## config.mk

```make
export PLATFORM = sky130hd
export DESIGN_NAME = pwm_bank
export DESIGN_NICKNAME = d
export VERILOG_FILES = /design/src/rtl/pwm_bank_pkg.sv /design/src/rtl/pwm_bank_regs.sv /design/src/rtl/pwm_bank_chan.sv /design/src/rtl/pwm_bank.sv
export SDC_FILE = /design/constraint.sdc
export NUM_CORES = 2
export LEC_CHECK = 0
export BUFFER_PORTS_ARGS = -buffer_cell sky130_fd_sc_hd__buf_4
export CAP_MARGIN = 10
export CELL_PAD_IN_SITES_DETAIL_PLACEMENT = 1
export CELL_PAD_IN_SITES_GLOBAL_PLACEMENT = 1
export CORE_UTILIZATION = 43
export CTS_CLUSTER_DIAMETER = 60
export DETAILED_ROUTE_END_ITERATION = 10
export PLACE_DENSITY_LB_ADDON = 0.1
export SYNTH_ARGS = -nofsm -noshare
export SYNTH_HDL_FRONTEND = slang
export SYNTH_SLANG_ARGS = --single-unit
```

## constraint.sdc

```tcl
create_clock -name clk -period 3 [get_ports clk]
set_input_delay 0.6 -clock clk [delete_from_list [all_inputs] [get_ports clk]]
set_output_delay 0.6 -clock clk [all_outputs]
set_load 0.1 [all_outputs]
```

## src/rtl/pwm_bank_pkg.sv

```systemverilog
package pwm_bank_pkg;
  // Byte offsets of the bit-per-channel control words
  localparam int OFS_POL    = 'h40;
  localparam int OFS_START  = 'h44;
  localparam int OFS_DONE   = 'h48;
  localparam int OFS_UPD    = 'h4c;
  localparam int OFS_OE     = 'hd0;
  // Per-channel timing words
  localparam int CH_STRIDE  = 8;
  localparam int PER_OFS    = 4;
  // Values after reset and the shortest legal period
  localparam int RST_PER    = 2;
  localparam int RST_DUTY   = 1;
  localparam int MIN_PERIOD = 2;
endpackage

```

## src/rtl/pwm_bank_regs.sv

```systemverilog
module pwm_bank_regs
  import pwm_bank_pkg::*;
#(
  parameter int NUM_CH = 4,
  parameter int CNT_W  = 30,
  parameter int ADDR_W = 8,
  parameter int DATA_W = 32
) (
  input  logic                           clk,
  input  logic                           rst,
  input  logic                           wr,
  input  logic                           rd,
  input  logic [ADDR_W-1:0]              addr,
  input  logic [DATA_W-1:0]              wdata,
  output logic [DATA_W-1:0]              rdata,
  output logic                           rvalid,
  output logic [NUM_CH-1:0][CNT_W-1:0]   per_r,
  output logic [NUM_CH-1:0][CNT_W-1:0]   duty_r,
  output logic [NUM_CH-1:0]              pol_r,
  output logic [NUM_CH-1:0]              start_r,
  output logic [NUM_CH-1:0]              upd_r,
  output logic [NUM_CH-1:0]              oe_r
);
  localparam logic [ADDR_W-1:0] A_POL   = ADDR_W'(OFS_POL);
  localparam logic [ADDR_W-1:0] A_START = ADDR_W'(OFS_START);
  localparam logic [ADDR_W-1:0] A_UPD   = ADDR_W'(OFS_UPD);
  localparam logic [ADDR_W-1:0] A_OE    = ADDR_W'(OFS_OE);

  logic [DATA_W-1:0] rd_next;
  logic              unused_wbits;
  assign unused_wbits = ^wdata[DATA_W-1:CNT_W];

  // Timing words, one pair per channel
  for (genvar i = 0; i < NUM_CH; i++) begin : g_time
    localparam logic [ADDR_W-1:0] A_DUTY = ADDR_W'(i * CH_STRIDE);
    localparam logic [ADDR_W-1:0] A_PER  = ADDR_W'(i * CH_STRIDE + PER_OFS);
    always_ff @(posedge clk) begin
      if (rst) begin
        duty_r[i] <= CNT_W'(RST_DUTY);
        per_r[i]  <= CNT_W'(RST_PER);
      end else if (wr) begin
        if (addr == A_DUTY) duty_r[i] <= wdata[CNT_W-1:0];
        if (addr == A_PER)  per_r[i]  <= wdata[CNT_W-1:0];
      end
    end
  end

  // Bit-per-channel control words
  always_ff @(posedge clk) begin
    if (rst) begin
      pol_r   <= '0;
      start_r <= '0;
      upd_r   <= '0;
      oe_r    <= '0;
    end else if (wr) begin
      if (addr == A_POL)   pol_r   <= wdata[NUM_CH-1:0];
      if (addr == A_START) start_r <= wdata[NUM_CH-1:0];
      if (addr == A_UPD)   upd_r   <= wdata[NUM_CH-1:0];
      if (addr == A_OE)    oe_r    <= wdata[NUM_CH-1:0];
    end
  end

  // Read selection; the status word at OFS_DONE reads as zero
  always_comb begin
    rd_next = '0;
    for (int i = 0; i < NUM_CH; i++) begin
      if (addr == ADDR_W'(i * CH_STRIDE))           rd_next = DATA_W'(duty_r[i]);
      if (addr == ADDR_W'(i * CH_STRIDE + PER_OFS)) rd_next = DATA_W'(per_r[i]);
    end
    if (addr == A_POL)   rd_next = DATA_W'(pol_r);
    if (addr == A_START) rd_next = DATA_W'(start_r);
    if (addr == A_UPD)   rd_next = DATA_W'(upd_r);
    if (addr == A_OE)    rd_next = DATA_W'(oe_r);
  end

  always_ff @(posedge clk) begin
    if (rst) begin
      rdata  <= '0;
      rvalid <= 1'b0;
    end else begin
      rvalid <= rd;
      if (rd) rdata <= rd_next;
    end
  end
endmodule

```

## src/rtl/pwm_bank_chan.sv

```systemverilog
module pwm_bank_chan
  import pwm_bank_pkg::*;
#(
  parameter int CNT_W = 30
) (
  input  logic             clk,
  input  logic             rst,
  input  logic             start,
  input  logic             pol,
  input  logic             upd,
  input  logic [CNT_W-1:0] per_in,
  input  logic [CNT_W-1:0] duty_in,
  output logic             wave,
  output logic             running,
  output logic [CNT_W-1:0] cnt_o,
  output logic [CNT_W-1:0] per_o,
  output logic [CNT_W-1:0] duty_o
);
  localparam logic [CNT_W-1:0] MIN_PER = CNT_W'(MIN_PERIOD);
  localparam logic [CNT_W-1:0] ONE     = CNT_W'(1);

  logic             run_q, upd_q, pend, pol_s, wave_q;
  logic [CNT_W-1:0] cnt, per_s, duty_s, per_c, duty_c;
  logic             rise, upd_fall, wrap;

  // Legalised values that a load would take
  always_comb begin
    per_c  = (per_in < MIN_PER) ? MIN_PER : per_in;
    duty_c = (duty_in > per_c) ? per_c : duty_in;
  end

  assign rise     = start & ~run_q;
  assign upd_fall = upd_q & ~upd;
  assign wrap     = (cnt == per_s - ONE);

  always_ff @(posedge clk) begin
    if (rst) begin
      run_q  <= 1'b0;
      upd_q  <= 1'b0;
      pend   <= 1'b0;
      cnt    <= '0;
      per_s  <= CNT_W'(RST_PER);
      duty_s <= CNT_W'(RST_DUTY);
      pol_s  <= 1'b0;
      wave_q <= 1'b1;
    end else begin
      run_q  <= start;
      upd_q  <= upd;
      // counted level for the first duty_s counts, opposite after
      wave_q <= run_q ? ((cnt < duty_s) ? pol_s : ~pol_s) : ~pol;
      if (!start) begin
        cnt  <= '0;
        pend <= 1'b0;
      end else if (rise) begin
        cnt    <= '0;
        pend   <= 1'b0;
        per_s  <= per_c;
        duty_s <= duty_c;
        pol_s  <= pol;
      end else if (wrap) begin
        cnt  <= '0;
        pend <= 1'b0;
        if (pend || upd_fall) begin
          per_s  <= per_c;
          duty_s <= duty_c;
        end
      end else begin
        cnt <= cnt + ONE;
        if (upd_fall) pend <= 1'b1;
      end
    end
  end

  assign wave    = wave_q;
  assign running = run_q;
  assign cnt_o   = cnt;
  assign per_o   = per_s;
  assign duty_o  = duty_s;
endmodule

```

## src/rtl/pwm_bank.sv

```systemverilog
module pwm_bank
  import pwm_bank_pkg::*;
#(
  parameter int NUM_CH = 4,
  parameter int CNT_W  = 30,
  parameter int ADDR_W = 8,
  parameter int DATA_W = 32
) (
  input  logic              clk,
  input  logic              rst,
  input  logic              bus_wr,
  input  logic              bus_rd,
  input  logic [ADDR_W-1:0] bus_addr,
  input  logic [DATA_W-1:0] bus_wdata,
  output logic [DATA_W-1:0] bus_rdata,
  output logic              bus_rvalid,
  output logic [NUM_CH-1:0] pwm_out,
  output logic [NUM_CH-1:0] pwm_oe
);
  logic [NUM_CH-1:0][CNT_W-1:0] per_r, duty_r, cnt_vec, per_s_vec, duty_s_vec;
  logic [NUM_CH-1:0]            pol_bits, start_bits, upd_bits, oe_bits, run_vec;

  pwm_bank_regs #(
    .NUM_CH(NUM_CH), .CNT_W(CNT_W), .ADDR_W(ADDR_W), .DATA_W(DATA_W)
  ) u_regs (
    .clk(clk), .rst(rst), .wr(bus_wr), .rd(bus_rd), .addr(bus_addr),
    .wdata(bus_wdata), .rdata(bus_rdata), .rvalid(bus_rvalid),
    .per_r(per_r), .duty_r(duty_r), .pol_r(pol_bits), .start_r(start_bits),
    .upd_r(upd_bits), .oe_r(oe_bits)
  );

  for (genvar i = 0; i < NUM_CH; i++) begin : g_chan
    pwm_bank_chan #(.CNT_W(CNT_W)) u_chan (
      .clk(clk), .rst(rst), .start(start_bits[i]), .pol(pol_bits[i]),
      .upd(upd_bits[i]), .per_in(per_r[i]), .duty_in(duty_r[i]),
      .wave(pwm_out[i]), .running(run_vec[i]), .cnt_o(cnt_vec[i]),
      .per_o(per_s_vec[i]), .duty_o(duty_s_vec[i])
    );
  end

  assign pwm_oe = oe_bits;
endmodule

```

==> reports/results.md <==
| Group | Parameter | Value |
| --- | --- | --- |
| cts | Number of CTS-inserted buffers | 90 |
| setup path | Endpoint type of the worst setup path | flip-flop |
| sta | RSZ-0062 raised after global routing | true |
| synth | Most frequently used flop master after synthesis | sky130_fd_sc_hd__dfxtp_1 |
| placement | Area after detailed placement | 43,600 sq um |
| synth | Asr flop ratio synth | 0 |
| routing | Vias per std cell | 6.24 |
| floorplanning | Effective utilization at floorplan | 0.434 |
| global route | Number of antenna violations at the first check in global routing | 5 |
| synth | Mean instance size in the synthesized netlist | 7.90 sq um |
| sta | Post-route clock period utilization | 1.25 |
| run status | Status | complete, but fails checks |
| routing | Via total after detailed routing | 41,161 |
| sta | Slew at the pin with the worst max-slew slack | 1.34 ns |
| sta | Worst relative slew slack | 0.0957 |
| power | Largest vdd supply drop | 0.000425 V |
| placement | Number of input and output port buffers inserted | 80 |
| setup path | Category of the critical setup timing path | flip-flop to flip-flop |
| sta | Max Clk Rate | 267 MHz |
| cts | Number of buffers added to fix hold violations after cts | 0 |
| floorplanning | Boundary Pins | 85 |
| sta | Slew Viols, Final | 0 |
| synth | Yosys warning total | 0 |
| floorplanning | Die span in x | 298 um |
| global route | Overall routing resource usage | 0.380 |
| sta | Hold Vio Cnt, Final | 0 |
| placement | Global placer's final weighted congestion | 0.971 |
| routing | Routed wire length per instance | 28.3 um |
| setup path | Crit path largest cell delay | 0.58 ns |
| floorplanning | Die Y | 298 um |
| floorplanning | Die area | 88,900 sq um |
| cts | Clock Tree Buf Depth | 3 |
| final layout | Count of nets after finishing | 5,652 |
| final layout | Most common library cell in the layout ignoring fill and taps | sky130_fd_sc_hd__buf_4 |
| setup path | CP Cell Sequence | or4_4, or4_4, buf_6, a311oi_2, nor3_2, nor4_2, o2111ai_2, buf_4, o21a_4, buf_12, buf_12, buf_16, o21ai_4, a21oi_2 |
| cts | Number of levels in the clock H-tree | 3 |
| final layout | Fin area | 52,500 sq um |
| routing | Count of routing violations after the opening detailed-route iteration | 4,052 |
| cts | TritonCTS Sinks | 667 |
| run status | Violations in the final reports | setup timing |
| final layout | Most used cells in the layout excluding fill and tap cells | sky130_fd_sc_hd__buf_4 (661), sky130_fd_sc_hd__dfxtp_1 (646), sky130_fd_sc_hd__nand2_1 (599), sky130_fd_sc_hd__a21oi_1 (408), sky130_fd_sc_hd__nor2_1 (389) |
| routing | DRC violations left | 0 |
| setup path | CP required | 3.54 ns |
| cts | Clock root cell | sky130_fd_sc_hd__clkbuf_16 |
| placement | Final HPWL from detailed placement | 117,000 um |
| synth | Proportion of synthesized chip area in sequential cells | 0.354 |
| setup path | Sort of element at the start of the critical path | flip-flop |
| synth | Number of distinct library cell variants in the gate-level netlist after synthesis | 89 |
| setup path | Data arrival time of the critical path | 4.29 ns |
| cts | Skew-Pair Late Insertion Delay | 0.68 ns |
| setup path | Max stage delay cell, worst path | sky130_fd_sc_hd__or4_4 |
| cts | Clock input transition at the sequential cells of the worst setup and hold paths | 0.06 ns |
| min path | Class of the tightest hold or removal check | input pin to flip-flop |
| final layout | Final design utilization | 0.604 |
| global route | GRT Residual Overflow | 0 |
| floorplanning | Core Rows | 108 |
| synth | Synthesized flop and latch total | 667 |
| synth | Synthesized instance count | 4,777 |
| setup path | Cell type group with the largest total delay on the critical path | simple AND/OR/NAND/NOR gates |
| global route | Largest net degree at the start of global routing | 80 |
| routing | Residual antenna-violating net count after detailed routing | 0 |
| setup path | FF-to-FF setup slack | -0.74 ns |
| global route | Number of global-route vias before repair | 41,211 |
| synth | EDFF count, synth | 0 |
| power | Power density normalized to cell area | 397 nW/um^2 |
| job | Max-cap viol count | 0 |
| sta | Final setup violation count | 365 |
| power | Power consumption | 0.0208 W |
| power | Leakage component of the power | 20.5 nW |
| floorplanning | Placeable core area | 86,900 sq um |
| cts | TritonCTS clock tree | built |
| sta | Max Clock Skew | 0.0299 ns |
| synth | Synthesized cell area | 37,700 sq um |
| routing | Number of detailed-routing iterations run before antenna repair | 9 |
| final layout | Area growth from synthesis to layout | 39.1% |
| global route | Wire length of the first global-routing pass | 260,000 um |
| setup path | Largest fanout of any net on the critical path | 7 |
| routing | Final WL | 187,000 um |
| sta | Time the worst path needs with I/O delays and setup | 3.74 ns |
| sta | Final worst-path setup slack | -0.744 ns |
| final layout | Layout cell share with drive strength beyond 1 | 0.297 |
| setup path | Buffers and inverters on the worst path | 5 |
tightest hold or removal path, stage by stage:
cell	delay, ns
sky130_fd_sc_hd__buf_4	0.18
sky130_fd_sc_hd__nand2_1	0.08
sky130_fd_sc_hd__a21oi_1	0.05
worst paths after layout:
kind | end | from | cells after the start
max | g_chan[0].u_chan.duty_o[18] | g_chan[0].u_chan.per_o[8] | 14
min | u_regs.per_r[110] | bus_wdata[20] | 3
max reg2reg | g_chan[0].u_chan.duty_o[18] | g_chan[0].u_chan.per_o[8] | 14
min reg2reg | g_chan[1].u_chan.pol_s | g_chan[1].u_chan.pol_s | 2
per-stage QoR:
| step | worst slack (ns) | cells | setup TNS (ns) | hold WS, ns |
|---|---|---|---|---|
| floorplan | -0.261 | 4778 | -22.34 | 0.439 |
| global placement | -0.680 | 6295 | -117.07 | 0.450 |
| detailed placement | -0.710 | 6295 | -143.09 | 0.458 |
| CTS | -0.515 | 6561 | -112.04 | 0.266 |
| global route | -0.814 | 6590 | -188.85 | 0.291 |
| finish | -0.744 | 6592 | -152.84 | 0.294 |
state kept, by name, summed over array words and instances (netlist names):
register,cells
g_chan.u_chan.cnt_o,120
g_chan.u_chan.duty_o,120
g_chan.u_chan.pend,4
g_chan.u_chan.per_o,120
g_chan.u_chan.pol_s,4
g_chan.u_chan.running,4
g_chan.u_chan.upd_q,4
g_chan.u_chan.wave,4
u_regs.duty_r,120
u_regs.oe_r,4
u_regs.per_r,120
u_regs.pol_r,4
u_regs.rdata,30
u_regs.rvalid,1
u_regs.start_r,4
u_regs.upd_r,4
power breakdown:
part / leakage, nW / internal, W / switching (W)
Combinational: 13.6 / 0.000170 / 0.000541
Sequential: 5.38 / 0.00887 / 0.00000769
Clock: 1.47 / 0.00656 / 0.00466
per-layer routing:
metal | routed length [um] | global-route usage | part of all wire
met5 | 27 | 0 | 0.00014
met4 | 13100 | 0.204 | 0.070
met3 | 15500 | 0.0767 | 0.083
met2 | 85600 | 0.619 | 0.46
met1 | 72500 | 0.471 | 0.39
cell usage after synthesis (28+ instances only):
cell	instances	area, sq um
sky130_fd_sc_hd__and3_1	58	363
sky130_fd_sc_hd__o21ai_0	85	425
sky130_fd_sc_hd__dfxtp_1	667	13400
sky130_fd_sc_hd__a21o_1	60	450
sky130_fd_sc_hd__nand3_1	174	871
sky130_fd_sc_hd__nor4_1	67	419
sky130_fd_sc_hd__nor2b_1	30	188
sky130_fd_sc_hd__buf_2	28	140
sky130_fd_sc_hd__a222oi_1	33	330
sky130_fd_sc_hd__nor2_1	490	1840
sky130_fd_sc_hd__a22oi_1	53	398
sky130_fd_sc_hd__mux2_2	34	383
sky130_fd_sc_hd__ha_1	244	3050
sky130_fd_sc_hd__inv_1	290	1090
sky130_fd_sc_hd__o21ai_1	61	305
sky130_fd_sc_hd__a21oi_1	462	2310
sky130_fd_sc_hd__nor3_1	80	400
sky130_fd_sc_hd__nand4_1	86	538
sky130_fd_sc_hd__xnor2_1	127	1110
sky130_fd_sc_hd__xor2_1	123	1080
sky130_fd_sc_hd__mux2i_1	115	1150
sky130_fd_sc_hd__clkbuf_1	244	916
sky130_fd_sc_hd__nand2_1	600	2250
sky130_fd_sc_hd__a211oi_1	167	1250
timing repair:
item                                   4_1_cts  5_1_grt
endpoints found under the hold margin        0        0
gates resized for setup                    408      512
setup endpoints to repair                  365      365
gates cloned                                43       16
pin swaps                                  164      227
buffers inserted                            61       50
kinds of logic after synthesis:
logic type / after synthesis / synth area share
other: 1 / 0.0000994
AND/OR/NAND/NOR: 1757 / 0.217
buffers and inverters: 621 / 0.0675
XOR/XNOR: 250 / 0.0580
flip-flops: 667 / 0.354
adder cells (fa/ha/maj): 244 / 0.0809
AO/OA/AOI/OAI: 1088 / 0.182
multiplexers: 149 / 0.0407
area by class of cell:
class | count | area, sq um
Sequential cell | 667 | 13400
Inverter | 291 | 1100
Fill cell | 9938 | 34400
Multi-Input combinational cell | 3491 | 25500
Timing Repair Buffer | 823 | 8000
Tap cell | 1155 | 1450
Antenna cell | 2 | 5.00
Clock buffer | 119 | 2550
Clock inverter | 44 | 490
Power figures use the tool's default switching activity.
